## config.mk

```make
export PLATFORM = sky130hd
export DESIGN_NAME = pwr_mode_seq
export DESIGN_NICKNAME = d
export VERILOG_FILES = /design/src/rtl/pms_pkg.sv /design/src/rtl/pms_mode_ctrl.sv /design/src/rtl/pms_rx_gate.sv /design/src/rtl/pwr_mode_seq.sv
export SDC_FILE = /design/constraint.sdc
export NUM_CORES = 1
export LEC_CHECK = 0
export ABC_AREA = 1
export BUFFER_PORTS_ARGS = -buffer_cell sky130_fd_sc_hd__clkbuf_2
export CAP_MARGIN = 20
export CORE_MARGIN = 2
export CORE_UTILIZATION = 40
export CTS_CLUSTER_DIAMETER = 200
export DETAILED_ROUTE_END_ITERATION = 16
export PLACE_DENSITY = 0.6
export SYNTH_ARGS = -nofsm -noshare
export SYNTH_HDL_FRONTEND = slang
export SYNTH_HIERARCHICAL = 1
export SYNTH_SLANG_ARGS = --single-unit
```

## constraint.sdc

```tcl
create_clock -name clk -period 1.26 [get_ports clk]
set_input_delay 0.063 -clock clk [delete_from_list [all_inputs] [get_ports clk]]
set_output_delay 0.063 -clock clk [all_outputs]
set_load 0.01 [all_outputs]
```

## src/rtl/pms_pkg.sv

```systemverilog
package pms_pkg;
    typedef enum logic [1:0] {
        M_OFF   = 2'd0,
        M_ON    = 2'd1,
        M_LEAVE = 2'd2
    } mode_state_e;

    localparam int unsigned NUM_MODES = 2;
    localparam int unsigned IDX_PD    = 0;
    localparam int unsigned IDX_SB    = 1;
endpackage

```

## src/rtl/pms_mode_ctrl.sv

```systemverilog
module pms_mode_ctrl
    import pms_pkg::*;
#(
    parameter int unsigned EXIT_CYCLES = 4
) (
    input  logic clk,
    input  logic rst,
    input  logic wr_en,
    input  logic wr_val,
    input  logic hold,
    output logic active,
    output logic exiting
);
    localparam int unsigned CW       = $clog2(EXIT_CYCLES + 1);
    localparam logic [CW-1:0] LAST   = CW'(EXIT_CYCLES - 1);

    mode_state_e state_q, state_d;
    logic [CW-1:0] cnt_q, cnt_d;

    always_comb begin
        state_d = state_q;
        cnt_d   = cnt_q;
        unique case (state_q)
            M_OFF: begin
                if (wr_en && wr_val) state_d = M_ON;
            end
            M_ON: begin
                if (wr_en && !wr_val) begin
                    state_d = M_LEAVE;
                    cnt_d   = '0;
                end
            end
            M_LEAVE: begin
                if (wr_en && wr_val) begin
                    state_d = M_ON;
                    cnt_d   = '0;
                end else if (!hold) begin
                    if (cnt_q == LAST) begin
                        state_d = M_OFF;
                        cnt_d   = '0;
                    end else begin
                        cnt_d = cnt_q + 1'b1;
                    end
                end
            end
            default: begin
                state_d = M_OFF;
                cnt_d   = '0;
            end
        endcase
    end

    always_ff @(posedge clk) begin
        if (rst) begin
            state_q <= M_OFF;
            cnt_q   <= '0;
        end else begin
            state_q <= state_d;
            cnt_q   <= cnt_d;
        end
    end

    always_comb begin
        active  = (state_q != M_OFF);
        exiting = (state_q == M_LEAVE);
    end

    AST_ENTER_IMMEDIATE: assert property (@(posedge clk) disable iff (rst)
        (wr_en && wr_val) |=> active);
    AST_NO_EARLY_CLEAR: assert property (@(posedge clk) disable iff (rst)
        (active && !exiting) |=> active);
    AST_HOLD_FREEZE: assert property (@(posedge clk) disable iff (rst)
        (exiting && hold && !wr_en) |=> (exiting && $stable(cnt_q)));
    AST_ABORT_KEEPS: assert property (@(posedge clk) disable iff (rst)
        (exiting && wr_en && wr_val) |=> (active && !exiting));
    AST_IDLE_CLEAR_NOP: assert property (@(posedge clk) disable iff (rst)
        (!active && !(wr_en && wr_val)) |=> !active);
endmodule

```

## src/rtl/pms_rx_gate.sv

```systemverilog
module pms_rx_gate (
    input  logic clk,
    input  logic rst,
    input  logic low_power,
    input  logic auto_off,
    input  logic rx_busy,
    output logic rx_en
);
    always_comb begin
        if (low_power)     rx_en = 1'b0;
        else if (auto_off) rx_en = rx_busy;
        else               rx_en = 1'b1;
    end

    AST_RX_ALWAYS_ON: assert property (@(posedge clk) disable iff (rst)
        (!low_power && !auto_off) |-> rx_en);
endmodule

```

## src/rtl/pwr_mode_seq.sv

```systemverilog
module pwr_mode_seq
    import pms_pkg::*;
#(
    parameter int unsigned PD_EXIT_CYCLES = 512,
    parameter int unsigned SB_EXIT_CYCLES = 4
) (
    input  logic clk,
    input  logic rst,
    input  logic wr_en,
    input  logic wr_pd,
    input  logic wr_sb,
    input  logic wr_rxauto,
    input  logic rx_busy,
    output logic pd_status,
    output logic sb_status,
    output logic rxauto_status,
    output logic osc_buf_en,
    output logic dclk_buf_en,
    output logic rx_en,
    output logic io_hold
);
    logic [NUM_MODES-1:0] wr_bits;
    logic [NUM_MODES-1:0] mode_active;
    logic [NUM_MODES-1:0] mode_exiting;
    logic [NUM_MODES-1:0] mode_hold;
    logic                 rxauto_q;
    logic                 low_power;

    always_comb begin
        wr_bits[IDX_PD] = wr_pd;
        wr_bits[IDX_SB] = wr_sb;
    end

    // Power-down outranks standby: it freezes the standby exit count.
    always_comb begin
        mode_hold[IDX_PD] = 1'b0;
        mode_hold[IDX_SB] = mode_active[IDX_PD];
    end

    for (genvar g = 0; g < NUM_MODES; g++) begin : g_mode
        localparam int unsigned EXIT_N = (g == IDX_PD) ? PD_EXIT_CYCLES : SB_EXIT_CYCLES;
        pms_mode_ctrl #(.EXIT_CYCLES(EXIT_N)) u_ctrl (
            .clk     (clk),
            .rst     (rst),
            .wr_en   (wr_en),
            .wr_val  (wr_bits[g]),
            .hold    (mode_hold[g]),
            .active  (mode_active[g]),
            .exiting (mode_exiting[g])
        );
    end

    always_ff @(posedge clk) begin
        if (rst)        rxauto_q <= 1'b0;
        else if (wr_en) rxauto_q <= wr_rxauto;
    end

    assign low_power = |mode_active;

    pms_rx_gate u_rx (
        .clk       (clk),
        .rst       (rst),
        .low_power (low_power),
        .auto_off  (rxauto_q),
        .rx_busy   (rx_busy),
        .rx_en     (rx_en)
    );

    always_comb begin
        pd_status     = mode_active[IDX_PD];
        sb_status     = mode_active[IDX_SB];
        rxauto_status = rxauto_q;
        osc_buf_en    = !mode_active[IDX_PD];
        dclk_buf_en   = !low_power;
        io_hold       = low_power;
    end

    AST_SB_KEEPS_OSC: assert property (@(posedge clk) disable iff (rst)
        (sb_status && !pd_status) |-> osc_buf_en);
    AST_RX_OFF_LOWPWR: assert property (@(posedge clk) disable iff (rst)
        (pd_status || sb_status) |-> !rx_en);
    AST_DCLK_LAST: assert property (@(posedge clk) disable iff (rst)
        $rose(dclk_buf_en) |-> (!pd_status && !sb_status));
    AST_SB_WAITS_PD: assert property (@(posedge clk) disable iff (rst)
        (mode_exiting[IDX_SB] && pd_status) |=> sb_status);
endmodule

```

==> impl_metrics.prom, run 1 <==
# TYPE chip_impl_metric gauge
chip_impl_metric{name="power_leakage",unit="nW"} 0.7312
chip_impl_info{name="synth_common_cells",value="sky130_fd_sc_hd__nand2_1 (33), sky130_fd_sc_hd__inv_1 (29), sky130_fd_sc_hd__nor2_1 (23)"} 1
chip_impl_metric{name="finalPower",unit="mW"} 1.689
chip_impl_metric{name="cts_hold_buffers",unit=""} 0
chip_impl_metric{name="die_width",unit="um"} 56.71
chip_impl_metric{name="worst_ir_drop_vdd",unit="uV"} 930.2
chip_impl_metric{name="synthesis.area",unit="mm2"} 0.001111
chip_impl_metric{name="synth_cell_types",unit=""} 28
chip_impl_metric{name="internal_power",unit="mW"} 1.068
chip_impl_metric{name="coreArea",unit="mm2"} 0.002686
chip_impl_metric{name="final_antenna_net_count",unit=""} 0
chip_impl_metric{name="nNetsFinal",unit=""} 210
chip_impl_metric{name="fp-row-count",unit=""} 19
chip_impl_metric{name="pwr-share-clk",unit="%"} 21.7
chip_impl_info{name="violations",value="setup timing"} 1
chip_impl_metric{name="cp_slowest_stage_delay",unit="ns"} 0.37
chip_impl_info{name="unrepaired_setup_endpoints_after_global_routing",value="true"} 1
chip_impl_metric{name="final.setup_skew",unit="ns"} 0.004854
chip_impl_metric{name="worst_ep_arrival_time",unit="ns"} 1.22
chip_impl_metric{name="layout-drive-gt1-share",unit="%"} 45.00
chip_impl_info{name="cell_taking_the_most_area_after_synthesis",value="sky130_fd_sc_hd__dfxtp_1"} 1
chip_impl_metric{name="starting_density_of_the_core",unit="%"} 41.36
chip_impl_metric{name="multi_input_comb_area",unit="um2"} 742.0
chip_impl_metric{name="antenna_found_initial",unit=""} 0
chip_impl_metric{name="switching_share",unit="%"} 36.79
chip_impl_metric{name="grt_start_max_net_pins",unit=""} 11
chip_impl_metric{name="synthesis.area_per_instance",unit="um2"} 6.613
chip_impl_metric{name="post-route-min-period",unit="ns"} 1.280
chip_impl_metric{name="drt_pre_antenna_iters",unit=""} 4
chip_impl_metric{name="area_growth",unit="%"} 38.29
chip_impl_metric{name="cts_made_buffers",unit=""} 3
chip_impl_info{name="cts.root.buffer_cell",value="sky130_fd_sc_hd__clkbuf_4"} 1
chip_impl_metric{name="sequential_cell_area",unit="um2"} 380.4
chip_impl_metric{name="finish.utilization",unit="%"} 57.20
chip_impl_metric{name="antennaDiodeCount",unit=""} 0
chip_impl_metric{name="route.final.wire_length",unit="um"} 2457
chip_impl_metric{name="cp_data_required_time",unit="ns"} 1.20
chip_impl_metric{name="post-route-worst-setup-slack",unit="ns"} -0.02039
chip_impl_metric{name="dp_slack",unit="ns"} -0.1011
chip_impl_metric{name="finalWeightedCongestion",unit=""} 0.7807
chip_impl_metric{name="synthesis.yosys.warnings",unit=""} 6
chip_impl_metric{name="postSynthRegisterBits",unit=""} 18
chip_impl_info{name="setup.worst_path.class",value="reg -> out"} 1
chip_impl_info{name="synth.area.top_cells",value="sky130_fd_sc_hd__dfxtp_1 (32%), sky130_fd_sc_hd__nand2_1 (11%), sky130_fd_sc_hd__inv_1 (9.8%), sky130_fd_sc_hd__nor2_1 (7.8%), sky130_fd_sc_hd__nand3_1 (4.5%)"} 1
chip_impl_metric{name="syn_nets",unit=""} 177
chip_impl_metric{name="syn_inst",unit=""} 168
chip_impl_metric{name="worstPathMaxFanout",unit=""} 4
chip_impl_metric{name="highest_clock_frequency_the_design_can_meet",unit="MHz"} 781.0
chip_impl_metric{name="cts_num_sinks",unit=""} 18
chip_impl_metric{name="finalCritPeriodShare",unit="%"} 101.6
chip_impl_metric{name="grtUsageTotal",unit="%"} 16.71
chip_impl_metric{name="synth.top_cell.area_share",unit="%"} 32.43
chip_impl_info{name="outcome",value="complete, but fails checks"} 1
chip_impl_info{name="cp-end-kind",value="primary output"} 1
chip_impl_metric{name="hpwl",unit="um"} 1816
chip_impl_metric{name="power_per_cell_area",unit="mW/mm2"} 1099
chip_impl_metric{name="clk-insertion-delay-late",unit="ns"} 0.29
chip_impl_metric{name="drc",unit=""} 0
chip_impl_metric{name="power_switching",unit="uW"} 621.4
chip_impl_metric{name="chipHeight",unit="um"} 56.71
chip_impl_metric{name="number_of_drc_violations_after_detailed_routing_iteration_0",unit=""} 22
chip_impl_metric{name="synth-edff-count",unit=""} 0
chip_impl_metric{name="total_via_count_in_the_routed_design",unit=""} 1082
chip_impl_metric{name="timing.final.max_slew_violations",unit=""} 0
chip_impl_info{name="start_kind",value="register"} 1
chip_impl_metric{name="port-buffer-count",unit=""} 13
chip_impl_metric{name="cts.reportedPaths.clkPinSlew",unit="ns"} 0.11
chip_impl_info{name="tritoncts",value="yes"} 1
chip_impl_metric{name="first_pass_grt_wire_length",unit="um"} 4257
chip_impl_metric{name="power_frac_comb",unit="%"} 37.5
chip_impl_metric{name="longest_clk_path_bufs",unit=""} 2
chip_impl_metric{name="power_frac_seq",unit="%"} 40.9
chip_impl_info{name="holdCritPathClass",value="in -> reg"} 1
chip_impl_metric{name="vias_in_the_first_global_route",unit=""} 1046
chip_impl_metric{name="htree_levels",unit=""} 1
chip_impl_metric{name="setup_viol",unit=""} 1
chip_impl_metric{name="route.detailed.wl_per_inst",unit="um"} 10.64
chip_impl_metric{name="via_count_normalized_by_instance_count",unit=""} 4.684
chip_impl_info{name="yosys_most_used_dff",value="sky130_fd_sc_hd__dfxtp_1"} 1
chip_impl_metric{name="nFillCells",unit=""} 273
chip_impl_info{name="post-synth-top-count-cell",value="sky130_fd_sc_hd__nand2_1"} 1
chip_impl_metric{name="ioPinCount",unit=""} 14
chip_impl_metric{name="ys_async_sr_fraction",unit="%"} 0
chip_impl_metric{name="ys_seq_area_share",unit="%"} 32.43
chip_impl_info{name="crit_path_slowest_cell",value="sky130_fd_sc_hd__dfxtp_2"} 1
chip_impl_metric{name="die-area",unit="mm2"} 0.003215
chip_impl_metric{name="overflow",unit=""} 0
chip_impl_metric{name="hold_violations",unit=""} 0
chip_impl_info{name="path_cells",value="nor2_4, inv_2, nor2_4, inv_1, a21oi_2, buf_2"} 1
chip_impl_info{name="crit_top_cell",value="sky130_fd_sc_hd__nor2_4"} 1
chip_impl_metric{name="max_cap_violations",unit=""} 0
==> cells by family after synthesis <==
logic type / synth area share [%]
buf+inv: 12.84
compound gates: 9.459
fa+ha+maj: 2.252
xor+xnor: 1.577
simple gates: 41.10
flops: 32.43
other cells: 0.3375
==> final timing paths <==
kind	start	to	slack, ns	cells past startpoint
worst max-delay path	g_mode[1].u_ctrl/state_q[1]$_SDFFE_PP0P_	rx_en	-0.02	6
worst min-delay path	rst	g_mode[1].u_ctrl/state_q[0]$_SDFFE_PP0P_	0.1	4
worst max register to register	g_mode[0].u_ctrl/cnt_q[0]$_SDFFE_PP0P_	g_mode[0].u_ctrl/state_q[0]$_SDFFE_PP0P_	0.01	9
worst min register to register	g_mode[1].u_ctrl/cnt_q[1]$_SDFFE_PP0P_	g_mode[1].u_ctrl/cnt_q[1]$_SDFFE_PP0P_	0.54	4
==> registers in the layout, indices dropped and copies added, names as in the netlist <==
signal	cells
g_mode.u_ctrl/state_q	4
g_mode.u_ctrl/cnt_q	13
rxauto_status	1
==> per-layer routing <==
layer  up-vias  routed length (um)  global-route usage, %
met5         -                   0                      0
met4         0                  38                  8.163
met3         5                  51                  2.074
met2        14                1381                  31.40
met1       489                 985                  18.08
li1        574                   -                      -
==> final cells by class <==
class	instances	share of cell area, %
repair buffers	29	13.36
multi-input cells	114	48.29
flip-flops and latches	18	24.76
clock buffers	4	2.362
inverters	35	8.713
well taps	31	2.524
==> worst max-delay path: cells and delay by family, from the launching register on <==
kind                   cells  cell delay, ns
buffers and inverters      3            0.24
DFF                        1            0.37
AOI/OAI and AO/OA          1            0.09
and+or+nand+nor            2            0.22
==> layout by cell type, fill, tap and decap left out, types with 3 or more instances in the layout <==
| cell type | count |
|---|---|
| sky130_fd_sc_hd__nor2_1 | 19 |
| sky130_fd_sc_hd__nand3_1 | 5 |
| sky130_fd_sc_hd__clkbuf_4 | 3 |
| sky130_fd_sc_hd__nand2_2 | 7 |
| sky130_fd_sc_hd__o21ai_0 | 3 |
| sky130_fd_sc_hd__o21ai_1 | 3 |
| sky130_fd_sc_hd__nand2_4 | 4 |
| sky130_fd_sc_hd__clkbuf_2 | 11 |
| sky130_fd_sc_hd__dfxtp_4 | 4 |
| sky130_fd_sc_hd__dfxtp_2 | 4 |
| sky130_fd_sc_hd__nand2_1 | 30 |
| sky130_fd_sc_hd__dfxtp_1 | 10 |
| sky130_fd_sc_hd__nor2_2 | 6 |
| sky130_fd_sc_hd__inv_1 | 27 |
| sky130_fd_sc_hd__nor2_4 | 7 |
| sky130_fd_sc_hd__inv_2 | 7 |
| sky130_fd_sc_hd__nand3_2 | 3 |
| sky130_fd_sc_hd__buf_4 | 13 |
| sky130_fd_sc_hd__a21oi_1 | 7 |
==> power by group through the flow <==
stage          clock network, mW  logic [mW]  registers (mW)
4_1_cts                    0.379       0.590           0.677
6_report                   0.366       0.633           0.690
3_3_place_gp                   0       0.538           0.674
2_1_floorplan                  0       0.388           0.672
5_1_grt                    0.414       0.702           0.699
3_5_place_dp                   0       0.562           0.680
==> through the flow <==
stage | TNS, ns | hold slack, ns | cell area, um2 | cells
after floorplan | -0.04998 | 0.2001 | 1134 | 168
after global placement | -0.1585 | 0.3628 | 1314 | 221
after detailed placement | -0.4344 | 0.3698 | 1314 | 221
after CTS | -0.06380 | 0.04756 | 1449 | 229
after global routing | -0.5781 | 0.1033 | 1536 | 231
final | -0.02039 | 0.09875 | 1536 | 231
==> repair_timing <==
action | CTS | global route
pin swaps | 6 | 11
cloned | 0 | 0
setup buffers | 4 | 2
gates resized for setup | 20 | 25
hold endpoints to repair | 0 | 0
endpoints found under the setup margin | 13 | 15
Power figures use the tool's default switching activity.
==> inputs of run 2 (changes only) <==
--- a/config.mk
+++ b/config.mk
@@ -8,11 +8,12 @@
 export ABC_AREA = 1
 export BUFFER_PORTS_ARGS = -buffer_cell sky130_fd_sc_hd__clkbuf_2
 export CAP_MARGIN = 20
+export CORE_ASPECT_RATIO = 1.25
 export CORE_MARGIN = 2
 export CORE_UTILIZATION = 40
 export CTS_CLUSTER_DIAMETER = 200
 export DETAILED_ROUTE_END_ITERATION = 16
-export PLACE_DENSITY = 0.6
+export PLACE_DENSITY = 0.58
 export SYNTH_ARGS = -nofsm -noshare
 export SYNTH_HDL_FRONTEND = slang
 export SYNTH_HIERARCHICAL = 1
==> constraint.sdc (replaced) <==
create_clock -name clk -period 1.37 [get_ports clk]
set_input_delay 0.0685 -clock clk [delete_from_list [all_inputs] [get_ports clk]]
set_output_delay 0.0685 -clock clk [all_outputs]
set_load 0.01 [all_outputs]
==> impl_metrics.prom, run 2 (synthesis results as in run 1) <==
# TYPE chip_impl_metric gauge
chip_impl_metric{name="cts_num_sinks",unit=""} 18
chip_impl_metric{name="drc",unit=""} 0
chip_impl_metric{name="cts_made_buffers",unit=""} 3
chip_impl_metric{name="fp-row-count",unit=""} 21
chip_impl_info{name="mostFrequentLayoutCell",value="sky130_fd_sc_hd__nand2_1"} 1
chip_impl_metric{name="via_count_normalized_by_instance_count",unit=""} 4.570
chip_impl_metric{name="cts.reportedPaths.clkPinSlew",unit="ns"} 0.11
chip_impl_info{name="setup.worst_path.class",value="reg -> out"} 1
chip_impl_metric{name="finalWeightedCongestion",unit=""} 0.7689
chip_impl_metric{name="nFillCells",unit=""} 281
chip_impl_info{name="hold_path_startpoint",value="wr_rxauto"} 1
chip_impl_metric{name="total_via_count_in_the_routed_design",unit=""} 1042
chip_impl_info{name="unrepaired_setup_endpoints_after_global_routing",value="true"} 1
chip_impl_metric{name="area_growth",unit="%"} 27.03
chip_impl_metric{name="final_design_area_no_fill",unit="mm2"} 0.001411
chip_impl_metric{name="longest_clk_path_bufs",unit=""} 2
chip_impl_info{name="cp-end-kind",value="primary output"} 1
chip_impl_metric{name="nNetsFinal",unit=""} 204
chip_impl_info{name="cts.root.buffer_cell",value="sky130_fd_sc_hd__clkbuf_4"} 1
chip_impl_info{name="timing.rr.start",value="g_mode[0].u_ctrl/cnt_q[0]$_SDFFE_PP0P_"} 1
chip_impl_metric{name="route.detailed.wl_per_inst",unit="um"} 10.02
chip_impl_info{name="start_kind",value="register"} 1
chip_impl_metric{name="dp_cells",unit=""} 219
chip_impl_metric{name="antenna_found_initial",unit=""} 0
chip_impl_metric{name="final.setup_skew",unit="ns"} 0.001630
chip_impl_metric{name="hold_violations",unit=""} 0
chip_impl_metric{name="worst_ep_arrival_time",unit="ns"} 1.25
chip_impl_metric{name="power_leakage",unit="nW"} 0.6865
chip_impl_metric{name="coreArea",unit="mm2"} 0.002654
chip_impl_metric{name="final_antenna_net_count",unit=""} 0
chip_impl_metric{name="grt_start_max_net_pins",unit=""} 11
chip_impl_metric{name="antennaDiodeCount",unit=""} 0
chip_impl_metric{name="hpwl",unit="um"} 1695
chip_impl_metric{name="setup_viol",unit=""} 0
chip_impl_metric{name="post-route-min-period",unit="ns"} 1.316
chip_impl_metric{name="starting_density_of_the_core",unit="%"} 41.87
chip_impl_metric{name="cts_hold_buffers",unit=""} 0
chip_impl_metric{name="layout.cells.non_filler",unit=""} 228
chip_impl_metric{name="layout-drive-gt1-share",unit="%"} 38.14
chip_impl_info{name="holdCritPathClass",value="in -> reg"} 1
chip_impl_metric{name="cp_data_required_time",unit="ns"} 1.30
chip_impl_metric{name="overflow",unit=""} 0
chip_impl_metric{name="max_cap_violations",unit=""} 0
chip_impl_metric{name="number_of_drc_violations_after_detailed_routing_iteration_0",unit=""} 22
chip_impl_info{name="startpoint",value="g_mode[0].u_ctrl/state_q[1]$_SDFFE_PP0P_"} 1
chip_impl_info{name="outcome",value="finished, final reports clean"} 1
chip_impl_metric{name="chipHeight",unit="um"} 62.93
chip_impl_metric{name="worstPathMaxFanout",unit=""} 4
chip_impl_metric{name="vias_in_the_first_global_route",unit=""} 1037
chip_impl_info{name="regMostFlops",value="g_mode.u_ctrl/cnt_q"} 1
chip_impl_metric{name="worst_ir_drop_vdd",unit="uV"} 826.6
chip_impl_metric{name="finalCritPeriodShare",unit="%"} 96.02
chip_impl_metric{name="first_pass_grt_wire_length",unit="um"} 3953
chip_impl_metric{name="route.final.wire_length",unit="um"} 2285
chip_impl_metric{name="port-buffer-count",unit=""} 13
chip_impl_metric{name="power_per_cell_area",unit="mW/mm2"} 1076
chip_impl_metric{name="place_area",unit="mm2"} 0.001257
chip_impl_metric{name="timing.final.max_slew_violations",unit=""} 0
chip_impl_metric{name="die-area",unit="mm2"} 0.003218
chip_impl_info{name="tritoncts",value="yes"} 1
chip_impl_info{name="mostFrequentLayoutCells",value="sky130_fd_sc_hd__nand2_1 (32), sky130_fd_sc_hd__inv_1 (27), sky130_fd_sc_hd__nor2_1 (19)"} 1
chip_impl_metric{name="die_width",unit="um"} 51.14
chip_impl_metric{name="highest_clock_frequency_the_design_can_meet",unit="MHz"} 760.2
chip_impl_metric{name="clk-insertion-delay-late",unit="ns"} 0.29
chip_impl_metric{name="htree_levels",unit=""} 1
chip_impl_metric{name="ioPinCount",unit=""} 14
chip_impl_metric{name="grtUsageTotal",unit="%"} 15.75
chip_impl_metric{name="flip_flop_count_of_the_largest_register_all_copies_and_words_added",unit=""} 13
chip_impl_metric{name="drt_pre_antenna_iters",unit=""} 4
==> run 2: critical path, cell delays in order (launching register included) <==
cell                      delay (ns)
sky130_fd_sc_hd__dfxtp_4        0.38
sky130_fd_sc_hd__nor2_4         0.14
sky130_fd_sc_hd__inv_4          0.06
sky130_fd_sc_hd__nor2_4         0.11
sky130_fd_sc_hd__inv_2          0.04
sky130_fd_sc_hd__a21oi_2        0.08
sky130_fd_sc_hd__buf_2          0.13
==> run 2: final timing paths <==
check | end | slack [ns] | depth (start not counted)
max reg2reg | g_mode[0].u_ctrl/cnt_q[7]$_SDFFE_PP0P_ | 0.06 | 10
min reg2reg | g_mode[1].u_ctrl/cnt_q[1]$_SDFFE_PP0P_ | 0.53 | 4
min | rxauto_status$_SDFFE_PP0P_ | 0.05 | 5
max | rx_en | 0.05 | 6
==> run 2: per-stage QoR <==
stage               setup TNS, ns  power, mW  util, %  hold WS [ns]  setup slack, ns
floorplan                       0     0.9730        -        0.2056          0.03841
global placement                0      1.107    47.38        0.3634          0.05945
detailed placement              0      1.124    47.38        0.3733          0.03274
CTS                             0      1.473    48.99       0.04812         0.007333
global route             -0.04178      1.623    53.18       0.08916         -0.01504
finish                          0      1.518    53.18       0.05380          0.05449
==> run 2: where the power goes <==
| group | internal, mW | total [mW] | switching [mW] |
|---|---|---|---|
| Clock | 0.162 | 0.330 | 0.169 |
| Combinational | 0.239 | 0.571 | 0.332 |
| Sequential | 0.574 | 0.617 | 0.0435 |
| Total | 0.974 | 1.52 | 0.544 |
==> run 2: metal layers <==
metal  part of all wire (%)  track usage (%)  vias to the layer above
li1                       -                -                      559
met1                     41            15.90                      473
met2                     57            31.33                        8
met3                    1.4            2.153                        2
met4                   0.61            5.068                        0
met5                      0                0                        -
==> run 2: cell type report <==
class,instances,area [um2],area share (%)
clock buffers,4,36.28,2.571
inverters,35,133.9,9.486
multi-input cells,114,671.9,47.61
flip-flops and latches,18,374.1,26.51
well taps,34,42.54,3.014
repair buffers,23,152.6,10.82
==> run 2: timing repair <==
item,4_1_cts,5_1_grt
gates resized for setup,4,24
buffers inserted,0,5
pin swaps,0,4
hold endpoints to repair,0,0
setup endpoints to repair,1,6
==> inputs of run 3 (changes only) <==
--- a/config.mk
+++ b/config.mk
@@ -13,6 +13,7 @@
 export CORE_UTILIZATION = 40
 export CTS_CLUSTER_DIAMETER = 200
 export DETAILED_ROUTE_END_ITERATION = 16
+export MAX_ROUTING_LAYER = met4
 export PLACE_DENSITY = 0.58
 export SYNTH_ARGS = -nofsm -noshare
 export SYNTH_HDL_FRONTEND = slang
==> impl_metrics.prom, run 3 (synthesis results as in run 1) <==
# TYPE chip_impl_metric gauge
chip_impl_metric{name="grt_start_max_net_pins",unit=""} 11
chip_impl_metric{name="fin_setup_tns",unit="ns"} 0
chip_impl_metric{name="port-buffer-count",unit=""} 13
chip_impl_info{name="mostFrequentLayoutCell",value="sky130_fd_sc_hd__nand2_1"} 1
chip_impl_metric{name="vias_in_the_first_global_route",unit=""} 1039
chip_impl_metric{name="antennaDiodeCount",unit=""} 0
chip_impl_metric{name="cts_num_sinks",unit=""} 18
chip_impl_metric{name="grtUsageTotal",unit="%"} 16.18
chip_impl_metric{name="drc",unit=""} 0
chip_impl_metric{name="max_cap_violations",unit=""} 0
chip_impl_info{name="holdCritPathClass",value="in -> reg"} 1
chip_impl_metric{name="worst_ir_drop_vdd",unit="uV"} 826.6
chip_impl_metric{name="setup_viol",unit=""} 0
chip_impl_metric{name="ioPinCount",unit=""} 14
chip_impl_metric{name="finalPower",unit="mW"} 1.518
chip_impl_info{name="unrepaired_setup_endpoints_after_global_routing",value="true"} 1
chip_impl_info{name="tritoncts",value="yes"} 1
chip_impl_metric{name="finalCritPeriodShare",unit="%"} 96.02
chip_impl_metric{name="number_of_drc_violations_after_detailed_routing_iteration_0",unit=""} 28
chip_impl_info{name="cts.root.buffer_cell",value="sky130_fd_sc_hd__clkbuf_4"} 1
chip_impl_metric{name="power_switching",unit="uW"} 544.0
chip_impl_info{name="cp-end-kind",value="primary output"} 1
chip_impl_metric{name="hold_violations",unit=""} 0
chip_impl_info{name="start_kind",value="register"} 1
chip_impl_metric{name="starting_density_of_the_core",unit="%"} 41.87
chip_impl_metric{name="chipHeight",unit="um"} 62.93
chip_impl_metric{name="die_width",unit="um"} 51.14
chip_impl_metric{name="overflow",unit=""} 0
chip_impl_metric{name="htree_levels",unit=""} 1
chip_impl_metric{name="coreArea",unit="mm2"} 0.002654
chip_impl_metric{name="antenna_found_initial",unit=""} 0
chip_impl_metric{name="worstPathMaxFanout",unit=""} 4
chip_impl_metric{name="layout-drive-gt1-share",unit="%"} 38.14
chip_impl_metric{name="highest_clock_frequency_the_design_can_meet",unit="MHz"} 760.2
chip_impl_metric{name="internal_power",unit="uW"} 974.4
chip_impl_metric{name="clk-insertion-delay-late",unit="ns"} 0.29
chip_impl_info{name="setup.worst_path.class",value="reg -> out"} 1
chip_impl_metric{name="area_growth",unit="%"} 27.03
chip_impl_metric{name="first_pass_grt_wire_length",unit="um"} 3953
chip_impl_metric{name="pwr-share-clk",unit="%"} 21.8
chip_impl_metric{name="power_per_cell_area",unit="mW/mm2"} 1076
chip_impl_metric{name="finalWeightedCongestion",unit=""} 0.7793
chip_impl_metric{name="route.final.wire_length",unit="um"} 2285
chip_impl_metric{name="route.detailed.wl_per_inst",unit="um"} 10.02
chip_impl_metric{name="power_leakage",unit="nW"} 0.6865
chip_impl_metric{name="power_frac_comb",unit="%"} 37.6
chip_impl_metric{name="cp_data_required_time",unit="ns"} 1.30
chip_impl_metric{name="cts_made_buffers",unit=""} 3
chip_impl_metric{name="post-route-min-period",unit="ns"} 1.316
chip_impl_metric{name="die-area",unit="mm2"} 0.003218
chip_impl_metric{name="final.setup_skew",unit="ns"} 0.001630
chip_impl_metric{name="flip_flop_count_of_the_largest_register_all_copies_and_words_added",unit=""} 13
chip_impl_metric{name="cts.reportedPaths.clkPinSlew",unit="ns"} 0.11
chip_impl_metric{name="power_frac_seq",unit="%"} 40.6
chip_impl_metric{name="timing.final.max_slew_violations",unit=""} 0
chip_impl_metric{name="worst_ep_arrival_time",unit="ns"} 1.25
chip_impl_info{name="regMostFlops",value="g_mode.u_ctrl/cnt_q"} 1
chip_impl_metric{name="cts_hold_buffers",unit=""} 0
chip_impl_metric{name="drt_pre_antenna_iters",unit=""} 4
chip_impl_metric{name="final_antenna_net_count",unit=""} 0
chip_impl_info{name="mostFrequentLayoutCells",value="sky130_fd_sc_hd__nand2_1 (32), sky130_fd_sc_hd__inv_1 (27), sky130_fd_sc_hd__nor2_1 (19)"} 1
chip_impl_metric{name="longest_clk_path_bufs",unit=""} 2
chip_impl_metric{name="hpwl",unit="um"} 1695
chip_impl_info{name="outcome",value="finished, final reports clean"} 1
chip_impl_metric{name="switching_share",unit="%"} 35.83
chip_impl_metric{name="nNetsFinal",unit=""} 204
chip_impl_metric{name="via_count_normalized_by_instance_count",unit=""} 4.575
chip_impl_metric{name="total_via_count_in_the_routed_design",unit=""} 1043
chip_impl_metric{name="fp-row-count",unit=""} 21
-- run 3: cell counts in the layout (fill, tap and decap cells not counted) --
No cell type changed its count.
-- run 3: what timing repair did --
item	CTS	global route
gates cloned	0	0
endpoints found under the setup margin	1	6
buffers inserted	0	5
pin swaps	0	4
resized for setup	4	24
-- run 3: final cells by class --
| class | instances | area [um2] |
|---|---|---|
| Clock buffer | 4 | 36.28 |
| Fill cell | 281 | 1242 |
| Inverter | 35 | 133.9 |
| Multi-Input combinational cell | 114 | 671.9 |
| Sequential cell | 18 | 374.1 |
| Tap cell | 34 | 42.54 |
| Timing Repair Buffer | 23 | 152.6 |
-- run 3: metal layers --
metal | global-route usage [%] | part of all wire (%) | wire length [um] | vias up
met5 | - | 0 | 0 | -
met4 | 5.068 | 0.61 | 14 | 0
met3 | 2.153 | 1.4 | 33 | 2
met2 | 31.33 | 57 | 1300 | 8
met1 | 15.90 | 41 | 936 | 474
li1 | - | - | - | 559
-- run 3: power groups by stage --
stage	clock network [mW]	logic (mW)	registers, mW
floorplan	0	0.356	0.617
global placement	0	0.487	0.621
detailed placement	0	0.501	0.622
CTS	0.348	0.509	0.615
global route	0.359	0.642	0.622
finish	0.330	0.571	0.617
-- run 3: through the flow --
| step | hold slack [ns] | util (%) | cells | instance area, um2 | setup WS [ns] |
|---|---|---|---|---|---|
| floorplan | 0.2056 | - | 168 | 1111 | 0.03841 |
| global placement | 0.3634 | 47.38 | 219 | 1257 | 0.05945 |
| detailed placement | 0.3733 | 47.38 | 219 | 1257 | 0.03274 |
| CTS | 0.04812 | 48.99 | 223 | 1300 | 0.007333 |
| global route | 0.08916 | 53.18 | 228 | 1411 | -0.01504 |
| finish | 0.05380 | 53.18 | 228 | 1411 | 0.05449 |
-- run 3: worst paths after layout --
check	startpoint	to	slack (ns)	cells after the start
worst max-delay path	g_mode[0].u_ctrl/state_q[1]$_SDFFE_PP0P_	rx_en	0.05	6
worst min-delay path	wr_rxauto	rxauto_status$_SDFFE_PP0P_	0.05	5
worst max register to register	g_mode[0].u_ctrl/cnt_q[0]$_SDFFE_PP0P_	g_mode[0].u_ctrl/cnt_q[7]$_SDFFE_PP0P_	0.06	10
worst min register to register	g_mode[1].u_ctrl/cnt_q[1]$_SDFFE_PP0P_	g_mode[1].u_ctrl/cnt_q[1]$_SDFFE_PP0P_	0.53	4
-- run 3: critical path, stage by stage, from the launching register on --
cell	delay [ns]
sky130_fd_sc_hd__dfxtp_4	0.38
sky130_fd_sc_hd__nor2_4	0.14
sky130_fd_sc_hd__inv_4	0.06
sky130_fd_sc_hd__nor2_4	0.11
sky130_fd_sc_hd__inv_2	0.04
sky130_fd_sc_hd__a21oi_2	0.08
sky130_fd_sc_hd__buf_2	0.13
